$ cat src/rtl/i2cs_pkg.sv
package i2cs_pkg;
  localparam int BYTE_BITS = 8;

  localparam logic [BYTE_BITS-1:0] ST_OWN_WR    = 8'h60;
  localparam logic [BYTE_BITS-1:0] ST_GC_WR     = 8'h70;
  localparam logic [BYTE_BITS-1:0] ST_OWN_DACK  = 8'h80;
  localparam logic [BYTE_BITS-1:0] ST_OWN_DNACK = 8'h88;
  localparam logic [BYTE_BITS-1:0] ST_GC_DACK   = 8'h90;
  localparam logic [BYTE_BITS-1:0] ST_GC_DNACK  = 8'h98;
  localparam logic [BYTE_BITS-1:0] ST_STOPPED   = 8'hA0;
  localparam logic [BYTE_BITS-1:0] ST_OWN_RD    = 8'hA8;
  localparam logic [BYTE_BITS-1:0] ST_TX_ACKED  = 8'hB8;
  localparam logic [BYTE_BITS-1:0] ST_TX_NACKED = 8'hC0;
  localparam logic [BYTE_BITS-1:0] ST_TX_LAST   = 8'hC8;
  localparam logic [BYTE_BITS-1:0] ST_NONE      = 8'hF8;

  typedef enum logic [2:0] {
    S_IDLE, S_ADDR, S_ADDR_ACK, S_RX, S_RX_ACK, S_TX, S_TX_ACK, S_WAIT
  } respState_t;

  typedef struct packed {
    logic clrCnt;
    logic sampleBit;
    logic loadTx;
    logic shiftTx;
    logic captureRx;
  } dpStrobe_t;

  typedef struct packed {
    logic startC;
    logic stopC;
    logic sclRise;
    logic sclFall;
    logic sclHigh;
    logic byteDone;
  } busEv_t;
endpackage

$ cat src/rtl/i2cs_datapath.sv
module i2cs_datapath
  import i2cs_pkg::*;
#(
  parameter int SYNC_STAGES = 2
) (
  input  logic                 clk,
  input  logic                 rstN,
  input  logic                 sclIn,
  input  logic                 sdaIn,
  input  logic [BYTE_BITS-1:0] txByte,
  input  dpStrobe_t            stb,
  output busEv_t               ev,
  output logic                 sdaNow,
  output logic                 txBit,
  output logic [BYTE_BITS-1:0] shByte,
  output logic [BYTE_BITS-1:0] rxByte
);
  localparam int CNT_W = $clog2(BYTE_BITS + 2);

  logic sclS, sdaS, sclQ, sdaQ;
  logic [CNT_W-1:0] bitCnt;
  logic [BYTE_BITS-1:0] shReg;

  // Input synchronizers: the depth is picked by parameter
  if (SYNC_STAGES > 1) begin : gSyncChain
    logic [SYNC_STAGES-1:0] sclSync, sdaSync;
    always_ff @(posedge clk or negedge rstN) begin
      if (!rstN) begin
        sclSync <= '1;
        sdaSync <= '1;
      end else begin
        sclSync <= {sclSync[SYNC_STAGES-2:0], sclIn};
        sdaSync <= {sdaSync[SYNC_STAGES-2:0], sdaIn};
      end
    end
    assign sclS = sclSync[SYNC_STAGES-1];
    assign sdaS = sdaSync[SYNC_STAGES-1];
  end else begin : gSyncSingle
    logic sclR, sdaR;
    always_ff @(posedge clk or negedge rstN) begin
      if (!rstN) begin
        sclR <= 1'b1;
        sdaR <= 1'b1;
      end else begin
        sclR <= sclIn;
        sdaR <= sdaIn;
      end
    end
    assign sclS = sclR;
    assign sdaS = sdaR;
  end

  always_ff @(posedge clk or negedge rstN) begin
    if (!rstN) begin
      sclQ <= 1'b1;
      sdaQ <= 1'b1;
    end else begin
      sclQ <= sclS;
      sdaQ <= sdaS;
    end
  end

  assign ev.startC   = sclS & sclQ & sdaQ & ~sdaS;
  assign ev.stopC    = sclS & sclQ & ~sdaQ & sdaS;
  assign ev.sclRise  = sclS & ~sclQ;
  assign ev.sclFall  = ~sclS & sclQ;
  assign ev.sclHigh  = sclS;
  assign ev.byteDone = (bitCnt == CNT_W'(BYTE_BITS));

  always_ff @(posedge clk or negedge rstN) begin
    if (!rstN) bitCnt <= '0;
    else if (stb.clrCnt) bitCnt <= '0;
    else if (ev.sclRise) bitCnt <= bitCnt + 1'b1;
  end

  always_ff @(posedge clk or negedge rstN) begin
    if (!rstN) shReg <= '0;
    else if (stb.loadTx) shReg <= txByte;
    else if (stb.sampleBit) shReg <= {shReg[BYTE_BITS-2:0], sdaS};
    else if (stb.shiftTx) shReg <= {shReg[BYTE_BITS-2:0], 1'b0};
  end

  always_ff @(posedge clk or negedge rstN) begin
    if (!rstN) rxByte <= '0;
    else if (stb.captureRx) rxByte <= shReg;
  end

  assign sdaNow = sdaS;
  assign txBit  = shReg[BYTE_BITS-1];
  assign shByte = shReg;

  // the byte to send is taken from txByte on a load strobe
  assert_tx_load_R7: assert property (@(posedge clk) disable iff (!rstN)
    stb.loadTx |=> shByte == $past(txByte));
endmodule

$ cat src/rtl/i2cs_control.sv
module i2cs_control
  import i2cs_pkg::*;
(
  input  logic                 clk,
  input  logic                 rstN,
  input  busEv_t               ev,
  input  logic                 sdaNow,
  input  logic                 txBit,
  input  logic [BYTE_BITS-1:0] shByte,
  input  logic [BYTE_BITS-1:0] ownCfg,
  input  logic                 ackEn,
  input  logic                 irqClear,
  output dpStrobe_t            stb,
  output logic                 sclOe,
  output logic                 sdaOe,
  output logic [BYTE_BITS-1:0] status,
  output logic                 irq
);
  respState_t state, retState;
  logic isGc, isRead, lastByte, ackOut, mAck, hold;
  logic [BYTE_BITS-1:0] code;
  logic ownHit, gcHit, addressed;

  assign ownHit = (shByte[BYTE_BITS-1:1] == ownCfg[BYTE_BITS-1:1]) && ackEn;
  assign gcHit  = (shByte == '0) && ownCfg[0] && ackEn;
  assign addressed = (state inside {S_RX, S_RX_ACK, S_TX, S_TX_ACK}) ||
                     (state == S_WAIT && retState != S_IDLE);

  always_comb begin
    stb = '0;
    if (ev.startC) stb.clrCnt = 1'b1;
    else if (!ev.stopC) begin
      case (state)
        S_ADDR: stb.sampleBit = ev.sclRise;
        S_RX: begin
          stb.sampleBit = ev.sclRise;
          stb.captureRx = ev.sclFall && ev.byteDone;
        end
        S_TX:   stb.shiftTx = ev.sclFall && !ev.byteDone;
        S_WAIT: begin
          stb.clrCnt = irqClear;
          stb.loadTx = irqClear && (retState == S_TX);
        end
        default: ;
      endcase
    end
  end

  always_ff @(posedge clk or negedge rstN) begin
    if (!rstN) begin
      state    <= S_IDLE;
      retState <= S_IDLE;
      isGc     <= 1'b0;
      isRead   <= 1'b0;
      lastByte <= 1'b0;
      ackOut   <= 1'b0;
      mAck     <= 1'b0;
      hold     <= 1'b0;
      irq      <= 1'b0;
      code     <= ST_NONE;
    end else begin
      if (irqClear) irq <= 1'b0;
      if (ev.stopC || ev.startC) begin
        if (addressed) begin
          irq  <= 1'b1;
          code <= ST_STOPPED;
          hold <= 1'b0;
        end
        ackOut <= 1'b0;
        state  <= ev.startC ? S_ADDR : S_IDLE;
      end else begin
        case (state)
          S_ADDR: if (ev.sclFall && ev.byteDone) begin
            if (ownHit || gcHit) begin
              ackOut <= 1'b1;
              isGc   <= gcHit;
              isRead <= shByte[0];
              state  <= S_ADDR_ACK;
            end else state <= S_IDLE;
          end
          S_ADDR_ACK: if (ev.sclFall) begin
            ackOut   <= 1'b0;
            irq      <= 1'b1;
            hold     <= 1'b1;
            code     <= isGc ? ST_GC_WR : (isRead ? ST_OWN_RD : ST_OWN_WR);
            retState <= isRead ? S_TX : S_RX;
            state    <= S_WAIT;
          end
          S_RX: if (ev.sclFall && ev.byteDone) begin
            ackOut <= ackEn;
            state  <= S_RX_ACK;
          end
          S_RX_ACK: if (ev.sclFall) begin
            ackOut   <= 1'b0;
            irq      <= 1'b1;
            hold     <= 1'b1;
            code     <= isGc ? (ackOut ? ST_GC_DACK : ST_GC_DNACK)
                             : (ackOut ? ST_OWN_DACK : ST_OWN_DNACK);
            retState <= ackOut ? S_RX : S_IDLE;
            state    <= S_WAIT;
          end
          S_TX: if (ev.sclFall && ev.byteDone) state <= S_TX_ACK;
          S_TX_ACK: begin
            if (ev.sclRise) mAck <= ~sdaNow;
            if (ev.sclFall) begin
              irq      <= 1'b1;
              hold     <= 1'b1;
              code     <= mAck ? (lastByte ? ST_TX_LAST : ST_TX_ACKED) : ST_TX_NACKED;
              retState <= (mAck && !lastByte) ? S_TX : S_IDLE;
              state    <= S_WAIT;
            end
          end
          S_WAIT: if (irqClear) begin
            state <= retState;
            if (retState == S_TX) lastByte <= ~ackEn;
          end
          default: state <= S_IDLE;
        endcase
      end
    end
  end

  assign sclOe  = irq && hold;
  assign sdaOe  = ackOut || (state == S_TX && !txBit);
  assign status = irq ? code : ST_NONE;

  // SDA drive never changes while SCL is seen high
  assert_sda_quiet_high_R7: assert property (@(posedge clk) disable iff (!rstN)
    (ev.sclHigh && $past(ev.sclHigh)) |-> $stable(sdaOe));
  // with acknowledge disabled an address byte leaves SDA released
  assert_no_ack_disabled_R9: assert property (@(posedge clk) disable iff (!rstN)
    (state == S_ADDR && ev.sclFall && ev.byteDone && !ackEn && !ev.startC && !ev.stopC)
      |=> (state == S_IDLE && !sdaOe));
  // general call with read bit is not acknowledged
  assert_gc_read_nack_R3: assert property (@(posedge clk) disable iff (!rstN)
    (state == S_ADDR && ev.sclFall && ev.byteDone && shByte == 8'h01 &&
     ownCfg[BYTE_BITS-1:1] != '0 && !ev.startC && !ev.stopC) |=> !sdaOe);
  // a general-call event needs the enable bit
  assert_gc_enable_R2: assert property (@(posedge clk) disable iff (!rstN)
    ($rose(irq) && code == ST_GC_WR) |-> $past(ownCfg[0]));
  // a byte event holds SCL low as the flag rises
  assert_stretch_R10: assert property (@(posedge clk) disable iff (!rstN)
    ($rose(irq) && code != ST_STOPPED) |-> sclOe);
  // the flag stays set until cleared
  assert_irq_sticky_R11: assert property (@(posedge clk) disable iff (!rstN)
    (irq && !irqClear) |=> irq);
endmodule

$ cat src/rtl/i2cs_responder.sv
module i2cs_responder
  import i2cs_pkg::*;
#(
  parameter int SYNC_STAGES = 2
) (
  input  logic                 clk,
  input  logic                 rstN,
  input  logic                 sclIn,
  input  logic                 sdaIn,
  output logic                 sclOe,
  output logic                 sdaOe,
  input  logic [BYTE_BITS-1:0] ownCfg,
  input  logic                 ackEn,
  input  logic [BYTE_BITS-1:0] txByte,
  input  logic                 irqClear,
  output logic [BYTE_BITS-1:0] rxByte,
  output logic [BYTE_BITS-1:0] status,
  output logic                 irq
);
  dpStrobe_t stb;
  busEv_t ev;
  logic sdaNow, txBit;
  logic [BYTE_BITS-1:0] shByte;

  i2cs_datapath #(.SYNC_STAGES(SYNC_STAGES)) dp_i (
    .clk(clk), .rstN(rstN), .sclIn(sclIn), .sdaIn(sdaIn), .txByte(txByte),
    .stb(stb), .ev(ev), .sdaNow(sdaNow), .txBit(txBit), .shByte(shByte),
    .rxByte(rxByte)
  );

  i2cs_control ctl_i (
    .clk(clk), .rstN(rstN), .ev(ev), .sdaNow(sdaNow), .txBit(txBit),
    .shByte(shByte), .ownCfg(ownCfg), .ackEn(ackEn), .irqClear(irqClear),
    .stb(stb), .sclOe(sclOe), .sdaOe(sdaOe), .status(status), .irq(irq)
  );
endmodule

$ cat config.mk
export PLATFORM = sky130hd
export DESIGN_NAME = i2cs_responder
export DESIGN_NICKNAME = d
export VERILOG_FILES = /design/src/rtl/i2cs_pkg.sv /design/src/rtl/i2cs_datapath.sv /design/src/rtl/i2cs_control.sv /design/src/rtl/i2cs_responder.sv
export SDC_FILE = /design/constraint.sdc
export NUM_CORES = 1
export LEC_CHECK = 0
export BUFFER_PORTS_ARGS = -buffer_cell sky130_fd_sc_hd__buf_4
export CAP_MARGIN = 20
export CORE_MARGIN = 8
export CORE_UTILIZATION = 45
export CTS_CLUSTER_SIZE = 8
export DETAILED_ROUTE_END_ITERATION = 8
export GPL_ROUTABILITY_DRIVEN = 0
export PLACE_DENSITY = 0.66
export SYNTH_ARGS = -nofsm -noshare
export SYNTH_HDL_FRONTEND = slang
export SYNTH_SLANG_ARGS = --single-unit
$ cat constraint.sdc
create_clock -name clk -period 2.2 [get_ports clk]
set_input_delay 0.33 -clock clk [delete_from_list [all_inputs] [get_ports clk]]
set_output_delay 0.33 -clock clk [all_outputs]
set_load 0.01 [all_outputs]
==> results of run 1 <==
layout make-up:
| type | instances | area share |
|---|---|---|
| tap | 70 | 0.0312 |
| timing repair buffer | 45 | 0.120 |
| multi-input combinational | 168 | 0.396 |
| clock inverter | 2 | 0.0138 |
| inverter | 9 | 0.0120 |
| sequential | 44 | 0.397 |
| clock buffer | 6 | 0.0294 |
cells by family (layout without fill, tap and decap cells):
family,after synthesis,in the layout,share of synthesized area
buffers and inverters,23,62,0.0452
adders and majority gates,2,2,0.0108
other,1,3,0.00161
muxes,18,18,0.0835
and+or+nand+nor,73,73,0.167
xor gates and xnor gates,12,12,0.0452
AOI/OAI and AO/OA,60,60,0.166
DFF,44,44,0.480
worst min path at each step:
stage                     slack (ns)  cells after the start                         end
after floorplan                 0.03                      0    ctl_i.ackOut$_DFFE_PN0P_
after global placement          0.35                      1  dp_i.rxByte[4]$_DFFE_PN0P_
after detailed placement        0.35                      1  dp_i.rxByte[4]$_DFFE_PN0P_
after CTS                       0.03                      1  dp_i.rxByte[4]$_DFFE_PN0P_
after global routing            0.06                      1  dp_i.shByte[1]$_DFFE_PN0P_
final                           0.01                      1  dp_i.rxByte[1]$_DFFE_PN0P_
sequential cells by signal, indices dropped and copies added (netlist names), 2 cells and up:
register,count
dp_i.gSyncChain.sclSync,2
ctl_i.retState,3
dp_i.gSyncChain.sdaSync,2
dp_i.bitCnt,4
dp_i.rxByte,8
dp_i.shByte,8
ctl_i.state,3
ctl_i.code,5
cells in the final DEF (no fill, tap or decap), types with 9 or more instances in the layout:
master    Yosys  final
xnor2_1       9      9
nand2_1      21     21
nand2b_1     11     11
buf_4         3     45
dfstp_2      11     11
mux2_2       11     11
dfrtp_1      33     33
o21ai_0      19     19
nor2_1       13     13
inv_1         9      9
a21oi_1      12     12
worst register-to-register path, cell delays in order, from the launching register on:
cell and delay [ns]:
dfstp_2 0.60, nor2b_1 0.33, o21ai_0 0.12, a222oi_1 0.33, buf_4 0.22, mux2_2 0.33
where the power goes:
| part | total (W) | switching (W) | internal (W) |
|---|---|---|---|
| Sequential | 0.00141 | 0.000331 | 0.00108 |
| Clock | 0.000644 | 0.000273 | 0.000371 |
| Combinational | 0.00104 | 0.000494 | 0.000545 |
through the flow:
step            util  total power [W]
6_report       0.557          0.00310
5_1_grt        0.557          0.00332
4_1_cts        0.557          0.00312
3_5_place_dp   0.533          0.00247
3_3_place_gp   0.533          0.00245
2_1_floorplan      -          0.00208
routing by layer:
| metal | part of all wire | vias up | track usage | wire (µm) |
|---|---|---|---|---|
| met5 | 0 | - | 0 | 0 |
| met4 | 0.013 | 0 | 0.0516 | 68 |
| met3 | 0.067 | 6 | 0.0347 | 343 |
| met2 | 0.48 | 52 | 0.220 | 2490 |
| met1 | 0.44 | 887 | 0.174 | 2240 |
| li1 | - | 899 | - | - |
==> impl_results.md, run 1 <==
* Status: completed
* Via Count at 1844
* Seq. cell area at 1110 µm²
* TritonCTS Buffers at 5
* Max-Cap Viols at 0
* Synthesized area per cell at 9.97 µm²
* Post-Place Cells at 336
* Post-CTS setup buffers at 0
* Routed Antenna Nets at 0
* Max incr delay on CP at 0.60 ns
* Crit. End Element: register
* Setup tns final at 0 ns
* Post-place setup slack at 0.236 ns
* Synth cell count leaders: dfrtp_1 (33), nand2_1 (21), o21ai_0 (19)
* Post-place instance area at 2690 µm²
* Ratio of cells with drive above 1 in the final layout at 0.292
* Worst Path Required at 2.42 ns
* Hold Vio Cnt, Final at 0
* Starting Density at 0.461
* Top_reg_cell synth: dfrtp_1
* Crit-path slowest cell: dfstp_2
* Top cells by area, synth: dfrtp_1 (36%), dfstp_2 (12%), mux2_2 (5.3%)
* GRT overflow at 0
* Mapped cell area at 2320 µm²
* Power per cell area at 1100 nW/µm²
* Cells on worst reg2reg path at 5
* CORE AREA at 5040 µm²
* Crit path depth at 5
* Seq/Total Area, Yosys at 0.480
* Mapped Cells at 233
* Area growth, synth to finish at 20.8%
* Mean number of vias per cell at 5.36
* Final slew viol count at 0
* Critical Path Sink: ctl_i.code[6]$_DFFE_PN1P_
* Worst Skew at 0.00653 ns
* Final Setup Violations at 0
* CTS sink cnt at 44
* Chip height at 87.9 µm
* Clock latency on the worst-skew pair at 0.29 ns
* Number of synthesis warnings at 0
* Post-synth top area share at 0.355
* Die X at 87.9 µm
* Multi-input combinational cell area at 1110 µm²
* Fill count at 465
* Port bufs at 37
* Crit-path cells: nor2b_1 -> o21ai_0 -> a222oi_1 -> buf_4 -> mux2_2
* Final WS setup at 0.208 ns
* Fin nets at 297
* Largest net degree at the start of global routing at 45
* Top cell family by delay on the critical path: flip-flops
* GRT Resource Usage Total at 0.138
* Critical Path Source: dp_i.sclQ$_DFF_PN1_
* First-pass DRT Iterations at 4
* RSZ-0062 raised after global routing: false
* FF+latch count, synth at 44
* R2R setup slack at 0.21 ns
* Post-synth EDFFs at 0
* Maximum vdd ir drop at 0.541 mV
* Clock root buffer: clkbuf_8
* Vias in the first global route at 1790
* DR DRC count at 0
* Startpoint types: register
* Initial antenna violation count at 0
* Resized Gates After CTS at 0
* Top cell type by total area after synthesis: dfrtp_1
* Htree depth at 2
* Layout Cells excl Fill at 344
* Rel. slew slack at 0.619
* Post-DP HPWL at 3840 µm
* Detailed Route WL at 5140 µm
* Fmax at 502 MHz
* Library cells used by synthesis at 46
* CTS tree: built
* Leakage power at 1.28 nW
* Final worst path period share at 0.906
* Total die area at 7720 µm²
* Worst min-delay path class: input port to async pin
* First-pass GRT wire length at 8390 µm
* CP Buf/Inv Count at 1
* CP arrival at 2.22 ns
* Hold-fix buffers, CTS at 0
* Setup CP Type: register to register
* FFs w/ async S/R, synth at 1.00
* Clk buf depth at 2
* Slew @ Worst Pin at 0.566 ns
* Avg WL per Cell at 15.0 µm
* Initial DRC count at 154
* Post-route cell area at 2810 µm²
* N_diodes at 0
* RR Startpoint: dp_i.sclQ$_DFF_PN1_
* Critical Path Fanout Max at 7
* R2R Path End: ctl_i.code[6]$_DFFE_PN1P_
* FP Rows at 26
* Final min period at 1.99 ns
* Ports at 41
* Worst hold slack at 0.0125 ns
* Clock transition at path regs at 0.08 ns
* Most common cell in the netlist: dfrtp_1
Note: power is estimated with default switching activity, not from simulation.
==> run 2: changes to the inputs <==
- CELL_PAD_IN_SITES_DETAIL_PLACEMENT: default -> 2
- CELL_PAD_IN_SITES_GLOBAL_PLACEMENT: default -> 2
- CORE_UTILIZATION: 45 -> 35
- PLACE_DENSITY: 0.66 -> default
- PLACE_DENSITY_LB_ADDON: default -> 0.1
==> run 2 against run 1 <==
Sequential power grew 3%. Critical path type unchanged. Routed wire length grew 25%. Highest routed layer unchanged. Via count grew 2.5%. First-iteration DRC count shrank 76%. Die area grew 23%. Worst hold slack gained 0.0018 ns. Clock skew grew 0.00062 ns. Cell count grew 2.9%.
==> impl_results.md, run 2 (synthesis gave the netlist of run 1 again) <==
* Status: completed
* Rel. slew slack at 0.622 (+0.00345)
* FP Rows at 29 (+12%)
* Mean number of vias per cell at 5.34 (-0.35%)
* Final slew viol count at 0 (unchanged)
* Routed Antenna Nets at 0 (unchanged)
* Worst min-delay path class: input port to async pin
* Vias in the first global route at 2164 (+21%)
* First-pass DRT Iterations at 4 (unchanged)
* Worst Path Required at 2.44 ns (+0.02 ns)
* Starting Density at 0.364 (-0.0970)
* Final Setup Violations at 0 (unchanged)
* RSZ-0062 raised after global routing: false
* Port bufs at 37 (unchanged)
* Fmax at 491 MHz (-2.2%)
* Post-route cell area at 2810 µm² (+0.13%)
* Post-CTS setup buffers at 0 (unchanged)
* Chip height at 97.5 µm (+11%)
* Clock root buffer: clkbuf_8
* Power per cell area at 1090 nW/µm² (-1.3%)
* Max incr delay on CP at 0.60 ns (about the same)
* Max-Cap Viols at 0 (unchanged)
* TritonCTS Buffers at 5 (unchanged)
* Leakage power at 1.27 nW (-0.14%)
* CTS sink cnt at 44 (unchanged)
* First-pass GRT wire length at 11100 µm (+32%)
* Total die area at 9500 µm² (+23%)
* Final min period at 2.04 ns (+0.0450 ns)
* Htree depth at 2 (unchanged)
* Resized Gates After CTS at 0 (unchanged)
* Via Count at 1891 (+2.5%)
* Clock latency on the worst-skew pair at 0.30 ns (about the same)
* Crit-path slowest cell: dfstp_2
* Clk buf depth at 2 (unchanged)
* Clock transition at path regs at 0.09 ns (about the same)
* GRT Resource Usage Total at 0.143 (+0.00537)
* Maximum vdd ir drop at 0.494 mV (-8.6%)
* N_diodes at 0 (unchanged)
* Die X at 97.5 µm (+11%)
* CTS tree: built
* Critical Path Fanout Max at 7 (unchanged)
* Hold-fix buffers, CTS at 0 (unchanged)
* DR DRC count at 0 (unchanged)
* Post-place instance area at 2720 µm² (+1.2%)
* Post-DP HPWL at 4850 µm (+26%)
* Most common cell after layout, fill and taps aside: buf_4
* Initial DRC count at 37 (-76%)
* Hold Vio Cnt, Final at 0 (unchanged)
* Fin nets at 300 (+1.0%)
* Detailed Route WL at 6440 µm (+25%)
* Initial antenna violation count at 0 (unchanged)
* Largest net degree at the start of global routing at 45 (unchanged)
* Slew @ Worst Pin at 0.567 ns (+0.000805 ns)
* CORE AREA at 6390 µm² (+27%)
* Setup CP Type: register to register
* Avg WL per Cell at 18.2 µm (+22%)
* Ratio of cells with drive above 1 in the final layout at 0.296 (+0.00406)
* Crit-path cells: nor2b_1 -> o21ai_0 -> a222oi_1 -> buf_4 -> mux2_2
* Final worst path period share at 0.926 (+0.0204)
* GRT overflow at 0 (unchanged)
* CP arrival at 2.27 ns (+0.05 ns)
* Worst Skew at 0.00715 ns (+0.000622 ns)
* Ports at 41 (unchanged)
* Setup tns final at 0 ns (unchanged)
* Commonest cells after routing, fill and taps aside: buf_4 (48), dfrtp_1 (33), nand2_1 (21)
* Area growth, synth to finish at 20.9%
* Crit. End Element: register
* Startpoint types: register
[run 2: changes by cell type in the layout (fill, tap and decap cells not counted)]
cell and delta:
bufinv_16 -1, buf_4 +3, clkbuf_1 +1, clkinv_4 -1, clkinvlp_4 +1
[run 2: path summary, 6_finish.rpt]
path                            slack, ns                                 start  cells after the start                                   end
worst max-delay path                 0.16                   dp_i.sclQ$_DFF_PN1_                      5             ctl_i.code[4]$_DFFE_PN1P_
worst min-delay path                 0.01                                  rstN                      1            dp_i.rxByte[3]$_DFFE_PN0P_
worst max register to register       0.16                   dp_i.sclQ$_DFF_PN1_                      5             ctl_i.code[4]$_DFFE_PN1P_
worst min register to register       0.36  dp_i.gSyncChain.sdaSync[0]$_DFF_PN1_                      0  dp_i.gSyncChain.sdaSync[1]$_DFF_PN1_
max in group asynchronous            1.80                                  rstN                      1                   dp_i.sclQ$_DFF_PN1_
min in group clk                     0.13                                 sdaIn                      1  dp_i.gSyncChain.sdaSync[0]$_DFF_PN1_
[run 2: final cells by class]
cell class | instances | area, µm²
fill | 692 | 3580
sequential | 44 | 1110
tap | 77 | 96.3
clock buffer | 7 | 86.3
timing repair buffer | 48 | 360
inverter | 9 | 33.8
clock inverter | 1 | 7.51
multi-input combinational | 168 | 1110
[run 2: power breakdown]
group / total, W / switching, W / internal (W) / leakage (nW)
clock network: 0.000540 / 0.000285 / 0.000256 / 0.0445
registers: 0.00145 / 0.000364 / 0.00108 / 0.531
logic: 0.00108 / 0.000519 / 0.000557 / 0.698
total: 0.00306 / 0.00117 / 0.00189 / 1.27
[run 2: stage by stage]
stage                     power, W  instances  setup slack [ns]  hold slack, ns  utilization
after CTS                  0.00312        354             0.150          0.0262        0.440
after floorplan            0.00208        235             0.144          0.0344            -
final                      0.00306        354             0.163          0.0143        0.440
after detailed placement   0.00256        346             0.189           0.347        0.425
after global routing       0.00331        354            0.0173          0.0377        0.440
after global placement     0.00252        346             0.271           0.345        0.425
[run 2: layer usage]
layer | part of all wire | GRT usage | routed length, µm
met5 | 0 | 0 | 0
met4 | 0.015 | 0.0490 | 94
met1 | 0.48 | 0.188 | 3100
met3 | 0.038 | 0.0370 | 247
met2 | 0.47 | 0.221 | 3000
[run 2: worst max-delay path: cells and delay by family, from the launching register on]
kind	cells	cell delay, ns
AO/OA/AOI/OAI	2	0.46
multiplexers	1	0.33
AND/OR/NAND/NOR	1	0.38
buffers and inverters	1	0.21
flip-flops	1	0.60
